<file path="src/rtl/can_afb_pkg.sv">
// Package: shared constants and the write operation encoding for the
// acceptance filter bank. Assumes a two-bit operation field.
package can_afb_pkg;

    localparam int AFB_NUM_FILT = 4;
    localparam int AFB_ID_W     = 32;

    typedef enum logic [1:0] {
        OP_EN_SET  = 2'd0,
        OP_EN_CLR  = 2'd1,
        OP_LD_MASK = 2'd2,
        OP_LD_ID   = 2'd3
    } afb_op_e;

endpackage

</file>
<file path="src/rtl/can_afb_regs.sv">
// Module: filter register file. Holds the enable bits plus a mask and a
// reference identifier per filter, and applies the write rules.
// Assumes: cfg_data[NUM_FILT-1:0] carries enable bits; busy comes from the
// comparison pipeline; synchronous active-low reset.
module can_afb_regs
    import can_afb_pkg::*;
#(
    parameter int NUM_FILT = AFB_NUM_FILT,
    parameter int ID_W     = AFB_ID_W,
    parameter int SEL_W    = 2
) (
    input  logic                           clk,
    input  logic                           rst_n,
    input  logic                           cfg_we,
    input  logic [1:0]                     cfg_op,
    input  logic [SEL_W-1:0]               cfg_sel,
    input  logic [ID_W-1:0]                cfg_data,
    input  logic                           busy,
    output logic [NUM_FILT-1:0]            en_o,
    output logic [NUM_FILT-1:0][ID_W-1:0]  mask_o,
    output logic [NUM_FILT-1:0][ID_W-1:0]  id_o,
    output logic                           refused_o
);

    logic [NUM_FILT-1:0] en_q;
    logic [NUM_FILT-1:0] ld_ok;
    logic                is_load;
    logic                refuse_d;
    logic                refused_q;

    // Classify the write operation.
    assign is_load = cfg_we && ((cfg_op == OP_LD_MASK) || (cfg_op == OP_LD_ID));

    // Per-filter load permission and storage.
    for (genvar gi = 0; gi < NUM_FILT; gi++) begin : g_filt
        assign ld_ok[gi] = is_load && (32'(cfg_sel) == gi) && !busy && !en_q[gi];

        // Mask register of one filter: loads only when allowed.
        always_ff @(posedge clk) begin
            if (!rst_n) begin
                mask_o[gi] <= '0;
            end else if (ld_ok[gi] && (cfg_op == OP_LD_MASK)) begin
                mask_o[gi] <= cfg_data;
            end
        end

        // Reference identifier of one filter: loads only when allowed.
        always_ff @(posedge clk) begin
            if (!rst_n) begin
                id_o[gi] <= '0;
            end else if (ld_ok[gi] && (cfg_op == OP_LD_ID)) begin
                id_o[gi] <= cfg_data;
            end
        end
    end

    // A load that no filter took is refused.
    assign refuse_d = is_load && (ld_ok == '0);

    // Enable bits merge set and clear writes into the current state.
    always_ff @(posedge clk) begin
        if (!rst_n) begin
            en_q <= '0;
        end else if (cfg_we && (cfg_op == OP_EN_SET)) begin
            en_q <= en_q | cfg_data[NUM_FILT-1:0];
        end else if (cfg_we && (cfg_op == OP_EN_CLR)) begin
            en_q <= en_q & ~cfg_data[NUM_FILT-1:0];
        end
    end

    // One-cycle refusal report.
    always_ff @(posedge clk) begin
        if (!rst_n) begin
            refused_q <= 1'b0;
        end else begin
            refused_q <= refuse_d;
        end
    end

    assign en_o      = en_q;
    assign refused_o = refused_q;

endmodule

</file>
<file path="src/rtl/can_afb_match.sv">
// Module: combinational comparator bank. Reports, per filter, whether the
// masked identifier equals the masked reference, and folds the enabled
// results into one accept bit. Assumes an enable vector of zero means
// accept-all.
module can_afb_match #(
    parameter int NUM_FILT = 4,
    parameter int ID_W     = 32
) (
    input  logic [ID_W-1:0]                word_i,
    input  logic [NUM_FILT-1:0]            en_i,
    input  logic [NUM_FILT-1:0][ID_W-1:0]  mask_i,
    input  logic [NUM_FILT-1:0][ID_W-1:0]  id_i,
    output logic                           accept_o
);

    logic [NUM_FILT-1:0] pass;

    for (genvar gi = 0; gi < NUM_FILT; gi++) begin : g_cmp
        assign pass[gi] = (((word_i ^ id_i[gi]) & mask_i[gi]) == '0);
    end

    // Accept when no filter is enabled or any enabled one passes.
    always_comb begin
        accept_o = (en_i == '0) || ((pass & en_i) != '0);
    end

endmodule

</file>
<file path="src/rtl/can_afb_pipe.sv">
// Module: two-stage decision pipeline. Stage one captures the identifier
// and the enable snapshot on a strobe and drives busy; stage two registers
// the decision. Assumes register contents can not change under an enabled
// filter while stage one is occupied.
module can_afb_pipe #(
    parameter int NUM_FILT = 4,
    parameter int ID_W     = 32
) (
    input  logic                           clk,
    input  logic                           rst_n,
    input  logic                           stb_i,
    input  logic [ID_W-1:0]                word_i,
    input  logic [NUM_FILT-1:0]            en_i,
    input  logic [NUM_FILT-1:0][ID_W-1:0]  mask_i,
    input  logic [NUM_FILT-1:0][ID_W-1:0]  id_i,
    output logic                           busy_o,
    output logic                           valid_o,
    output logic                           accept_o,
    output logic [NUM_FILT-1:0]            snap_o
);

    logic                s1_vld;
    logic [ID_W-1:0]     s1_word;
    logic [NUM_FILT-1:0] s1_en;
    logic                acc_d;

    // Stage one: capture identifier and enable snapshot.
    always_ff @(posedge clk) begin
        if (!rst_n) begin
            s1_vld  <= 1'b0;
            s1_word <= '0;
            s1_en   <= '0;
        end else begin
            s1_vld <= stb_i;
            if (stb_i) begin
                s1_word <= word_i;
                s1_en   <= en_i;
            end
        end
    end

    can_afb_match #(
        .NUM_FILT (NUM_FILT),
        .ID_W     (ID_W)
    ) u_match (
        .word_i   (s1_word),
        .en_i     (s1_en),
        .mask_i   (mask_i),
        .id_i     (id_i),
        .accept_o (acc_d)
    );

    // Stage two: register the decision and the snapshot it used.
    always_ff @(posedge clk) begin
        if (!rst_n) begin
            valid_o  <= 1'b0;
            accept_o <= 1'b0;
            snap_o   <= '0;
        end else begin
            valid_o <= s1_vld;
            if (s1_vld) begin
                accept_o <= acc_d;
                snap_o   <= s1_en;
            end
        end
    end

    assign busy_o = s1_vld;

endmodule

</file>
<file path="src/rtl/can_accept_filter_bank.sv">
// Module: top of the receive acceptance filter bank. Joins the register
// file and the decision pipeline. Assumes one identifier strobe per cycle
// at most and a synchronous active-low reset.
module can_accept_filter_bank
    import can_afb_pkg::*;
#(
    parameter int NUM_FILT = AFB_NUM_FILT,
    parameter int ID_W     = AFB_ID_W,
    localparam int SEL_W   = (NUM_FILT > 1) ? $clog2(NUM_FILT) : 1
) (
    input  logic                 clk,
    input  logic                 rst_n,
    input  logic                 cfg_we,
    input  logic [1:0]           cfg_op,
    input  logic [SEL_W-1:0]     cfg_sel,
    input  logic [ID_W-1:0]      cfg_data,
    input  logic                 rx_stb,
    input  logic [ID_W-1:0]      rx_word,
    output logic [NUM_FILT-1:0]  filt_en,
    output logic                 filt_busy,
    output logic                 wr_refused,
    output logic                 dec_valid,
    output logic                 dec_accept
);

    logic [NUM_FILT-1:0][ID_W-1:0] mask_w;
    logic [NUM_FILT-1:0][ID_W-1:0] id_w;
    logic [NUM_FILT-1:0]           en_w;
    logic [NUM_FILT-1:0]           dec_snap;
    logic                          busy_w;

    can_afb_regs #(
        .NUM_FILT (NUM_FILT),
        .ID_W     (ID_W),
        .SEL_W    (SEL_W)
    ) u_regs (
        .clk       (clk),
        .rst_n     (rst_n),
        .cfg_we    (cfg_we),
        .cfg_op    (cfg_op),
        .cfg_sel   (cfg_sel),
        .cfg_data  (cfg_data),
        .busy      (busy_w),
        .en_o      (en_w),
        .mask_o    (mask_w),
        .id_o      (id_w),
        .refused_o (wr_refused)
    );

    can_afb_pipe #(
        .NUM_FILT (NUM_FILT),
        .ID_W     (ID_W)
    ) u_pipe (
        .clk      (clk),
        .rst_n    (rst_n),
        .stb_i    (rx_stb),
        .word_i   (rx_word),
        .en_i     (en_w),
        .mask_i   (mask_w),
        .id_i     (id_w),
        .busy_o   (busy_w),
        .valid_o  (dec_valid),
        .accept_o (dec_accept),
        .snap_o   (dec_snap)
    );

    assign filt_en   = en_w;
    assign filt_busy = busy_w;

endmodule

</file>
<file path="config.mk">
export PLATFORM = sky130hd
export DESIGN_NAME = can_accept_filter_bank
export DESIGN_NICKNAME = d
export VERILOG_FILES = /design/src/rtl/can_afb_pkg.sv /design/src/rtl/can_afb_regs.sv /design/src/rtl/can_afb_match.sv /design/src/rtl/can_afb_pipe.sv /design/src/rtl/can_accept_filter_bank.sv
export SDC_FILE = /design/constraint.sdc
export NUM_CORES = 1
export LEC_CHECK = 0
export BUFFER_PORTS_ARGS = -buffer_cell sky130_fd_sc_hd__buf_2
export CAP_MARGIN = 20
export CORE_ASPECT_RATIO = 0.9
export CORE_UTILIZATION = 58
export CTS_BUF_LIST = sky130_fd_sc_hd__clkbuf_8
export CTS_CLUSTER_DIAMETER = 100
export DETAILED_ROUTE_END_ITERATION = 6
export PLACE_DENSITY = 0.77
export RECOVER_POWER = 50
export SYNTH_ARGS = -nofsm -noshare
export SYNTH_HDL_FRONTEND = slang
export SYNTH_HIERARCHICAL = 1
export SYNTH_SLANG_ARGS = --single-unit
</file>
<file path="constraint.sdc">
create_clock -name clk -period 3.4 [get_ports clk]
set_input_delay 0.68 -clock clk [delete_from_list [all_inputs] [get_ports clk]]
set_output_delay 0.68 -clock clk [all_outputs]
set_load 0.005 [all_outputs]
</file>
---- After elaboration in Yosys (flattened, before gate mapping) ----
Cells that the tools add are included.
storage, ports and cells
  bits in registers ....................... 300
  bits in latches ......................... 0
  bits in writable memories ............... 0
  ROM bits ................................ 0
  memories ................................ 0
cells by class
  add/subtract/negate cells ............... 0
  $mul .................................... 0
  divide/modulo/power cells ............... 0
  order comparisons ....................... 0
  eq/ne operators ......................... 6
  shift-type cells ........................ 0
  mux-type cells .......................... 2
  bitwise logic cells ..................... 12
  reductions and logical operators ........ 41
operator list
  operator                                                         number
  32-bit bitwise AND                                               4
  32-bit zero test                                                 4
  32-bit bitwise XOR                                               4
  1-bit logical AND                                                24
  4-bit bitwise AND                                                2
  2-bit == test, second input constant                             4
  4-bit zero test                                                  2
  4-bit two-way mux                                                2
  1-bit zero test                                                  5
  2-bit by 1-bit == test with 1-bit output, second input constant  2
  2-bit zero test                                                  2
  4-bit NOT                                                        1
  4-bit bitwise OR                                                 1
  4-bit nonzero test                                               1
  1-bit logical OR                                                 2
  2-bit nonzero test                                               1

---- Longest topological paths before layout ----
  word-level depth ........................ 8
  mapped depth ............................ 8
  mapped depth without buffers ............ 8

---- Cells and area by module ----
Netlist, hierarchy kept.
by module, submodules not included
  module         instances  cells an instance  area an instance (sq um)  sequential area each (sq um)
  can_afb_regs   1          894                9,351.5                   5,225.0
  can_afb_match  1          215                1,751.7                   0.0
  can_afb_pipe   1          136                1,631.6                   860.8

---- Worst setup path before layout ----
No wires, ideal clock.
  kind .................................... input port to flip-flop
  start ................................... in cfg_sel[0]
  end ..................................... reg u_regs/mask_o[65] in the netlist's numbering
  setup time .............................. 73 ps
  data arrival time ....................... 1,843 ps
  required time ........................... 3,327 ps
  slack ................................... 1,485 ps
  stages on the path ...................... 4
  path through ............................ or4b_4 -> nor3_4 -> buf_4 -> mux2i_1
on the way
  cells in the longest elaborated chain, start to end .. 5
ends and longest elaborated chain
  element                          RTL line                      source
  from (decl)                      can_accept_filter_bank.sv:15  input logic [SEL_W-1:0] cfg_sel,
  2-bit == test                    can_afb_regs.sv:36            assign ld_ok[gi] = is_load && (32'(cfg_sel) == gi) && !busy && !en_q[gi];
  1-bit logical AND (3 in series)  can_afb_regs.sv:36
  1-bit logical AND                can_afb_regs.sv:42            end else if (ld_ok[gi] && (cfg_op == OP_LD_MASK)) begin
  to (signal, indexed assignment)  can_afb_regs.sv:43            mask_o[gi] <= cfg_data;
  to (decl)                        can_afb_regs.sv:20            output logic [NUM_FILT-1:0][ID_W-1:0] mask_o,
Every way passes these cells.
A chain may end at the register's enable or synchronous reset.

---- Final worst setup path ----
  start ................................... reg u_pipe.s1_vld, in the netlist u_pipe/busy_o
  end ..................................... reg u_regs/id_o[115] in the netlist's numbering
on the way
  cells in the longest elaborated chain, start to end .. 4
ends and longest elaborated chain
  element                          RTL line            source
  from (decl)                      can_afb_pipe.sv:22  logic s1_vld;
  from (signal assigned)           can_afb_pipe.sv:34  s1_vld <= stb_i;
  1-bit zero test                  can_afb_regs.sv:36
  1-bit logical AND (2 in series)  can_afb_regs.sv:36
  1-bit logical AND                can_afb_regs.sv:51  end else if (ld_ok[gi] && (cfg_op == OP_LD_ID)) begin
  to (signal, indexed assignment)  can_afb_regs.sv:52  id_o[gi] <= cfg_data;
  to (decl)                        can_afb_regs.sv:21  output logic [NUM_FILT-1:0][ID_W-1:0] id_o,
Every way passes these cells.

==> run summary <==
status: complete, but fails checks
failing checks: max-capacitance violations, max-slew violations
Max Freq: 376 MHz
DRT antenna net count: 0
number of max-cap violations: 2
first-pass GRT wire length: 49400 um
crit path capture: u_regs/id_o[115]$_SDFFE_PN0P_
Worst setup EP type: flop
Setup-failing EPs final: 0
I/O Pins: 80
Congestion Overflow GR: 0
CTS Buf Count: 47
Worst-Margin Slew: 1860 ps
Pre-antenna DRT Iters: 5
Final Hold Fails: 0
worst skew pair latency: 560 ps
DRT iter0 DRCs: 682
Hold-fix buffers, CTS: 0
Period Utilization, post-route: 78.3%
share of post-route cells with drive strength above 1: 11.8%
TritonCTS clock tree: built
critical path class: reg2reg
HPWL Detailed: 21200 um
cells after synthesis: 1233
initial antenna violation count: 0
FF-to-FF setup slack: 740 ps
Sink Count: 300
crit path time final: 2660 ps
nets@finish: 1380
Placed Instances: 1545
crit path max fanout: 17
IO buf count: 79
H-tree depth: 2
detailed-route wire length per cell: 20.0 um
post-synthesis area per instance: 10.2 um^2
RSZ-0062 raised after global routing: no
Worst Hold Class: in2reg
YS warnings: 6
fillcell total: 1708
setup TNS: 0 ps
Die Y: 142 um
Critical R2R Capture: u_regs/id_o[115]$_SDFFE_PN0P_
Die Footprint: 22300 um^2
Arr. time, crit path: 3120 ps
largest net degree at the start of global routing: 118
P&R area growth vs syn: 11.2%
worst clock skew: 12.0 ps
CTS-repair resized insts: 0
Worst setup SP type: flop
mapped cell area: 12600 um^2
Syn Nets: 1305
Max clock buf depth: 3
Slew Limit Fails: 65
via-per-instance ratio: 5.65
clock root cell: clkbuf_8
Total GRT Usage: 29.4%
Initial Utilization: 59.9%
CTS clock-pin slew for the worst setup and hold paths: 60 ps
total setup buffers inserted after CTS: 0
# rows: 50
DR DRC count: 0
Crit. Startpoint: u_pipe/busy_o$_SDFF_PN0_
Die Wd: 157 um
core footprint: 21000 um^2
r2r worst-path depth: 4
Slew headroom: -24.2%
WL final: 32500 um
routability cong.: 0.835
detailed-route via count: 9160
static leakage: 6.35 nW
vias in the first global route: 8698
n_diodes: 0
IR drop worst, VDD: 0.504 mV
RR Startpoint: u_pipe/busy_o$_SDFF_PN0_
CP required: 3860 ps
Non-Filler Instances: 1621
PwrDens: 501 nW/um^2
flip-flops by register name, indices dropped and copies added (netlist names), named ones only:
register,cells
u_regs/id_o,128
u_regs/mask_o,128
u_pipe/s1_word,32
u_pipe/s1_en,4
u_pipe/accept_o,1
u_pipe/busy_o,1
u_pipe/valid_o,1
u_regs/refused_o,1
report_power, final:
part | internal, mW | switching, mW
clock network | 1.56 | 1.36
logic | 0.165 | 0.263
registers | 3.58 | 0.0887
total | 5.31 | 1.71
area by class of cell:
cell class	count	area, um^2	area share [%]
multi-input combinational	864	6230	44.5
sequential	300	6010	42.9
clock buffer	60	826	5.90
timing repair buffer	94	504	3.60
tap	286	358	2.56
clock inverter	16	67.6	0.483
inverter	1	3.75	0.0268
per-layer routing:
layer	routed length (um)	vias up	track usage, %	share of wire [%]
li1	-	4359	-	-
met3	1890	62	5.22	5.8
met4	800	0	9.30	2.5
met1	15000	4465	41.0	46
met2	14800	274	45.9	46
met5	0	-	0	0
how the worst min path moves through the flow:
stage	startpoint	to	slack, ps	cells past startpoint
after floorplan	u_regs/mask_o[67]$_SDFFE_PN0P_	u_regs/mask_o[67]$_SDFFE_PN0P_	430	2
after global placement	u_regs/mask_o[66]$_SDFFE_PN0P_	u_regs/mask_o[66]$_SDFFE_PN0P_	440	2
after detailed placement	u_regs/mask_o[114]$_SDFFE_PN0P_	u_regs/mask_o[114]$_SDFFE_PN0P_	450	2
after CTS	cfg_data[0]	flop	340	2
after global routing	cfg_data[3]	flop	360	2
final	cfg_data[0]	flop	360	2
cells in the final DEF (no fill, tap or decap), types with 5 or more instances in the layout:
master,count
nand2_1,293
inv_1,13
a22oi_1,48
clkbuf_8,60
xor2_1,128
buf_2,76
nor2b_1,38
nor4_1,5
clkbuf_2,5
buf_4,6
mux2i_1,294
a21oi_1,5
clkbuf_1,5
dfxtp_1,300
nand4_1,18
worst max-delay path, stage by stage (launching register included):
cell and delay (ps):
dfxtp_1 410, nand4bb_1 370, nor2_1 340, clkbuf_1 1140, mux2i_1 300
stage by stage:
stage	setup WS [ps]	utilization, %	hold WS [ps]	power, mW	area [um^2]
global placement	1050	62.6	441	4.16	13200
global route	542	66.6	355	7.26	14000
detailed placement	1010	62.6	449	4.16	13200
CTS	1160	66.8	336	7.05	14000
floorplan	1480	-	434	3.99	12600
finish	739	66.6	358	7.02	14000
Power figures use the tool's default switching activity.
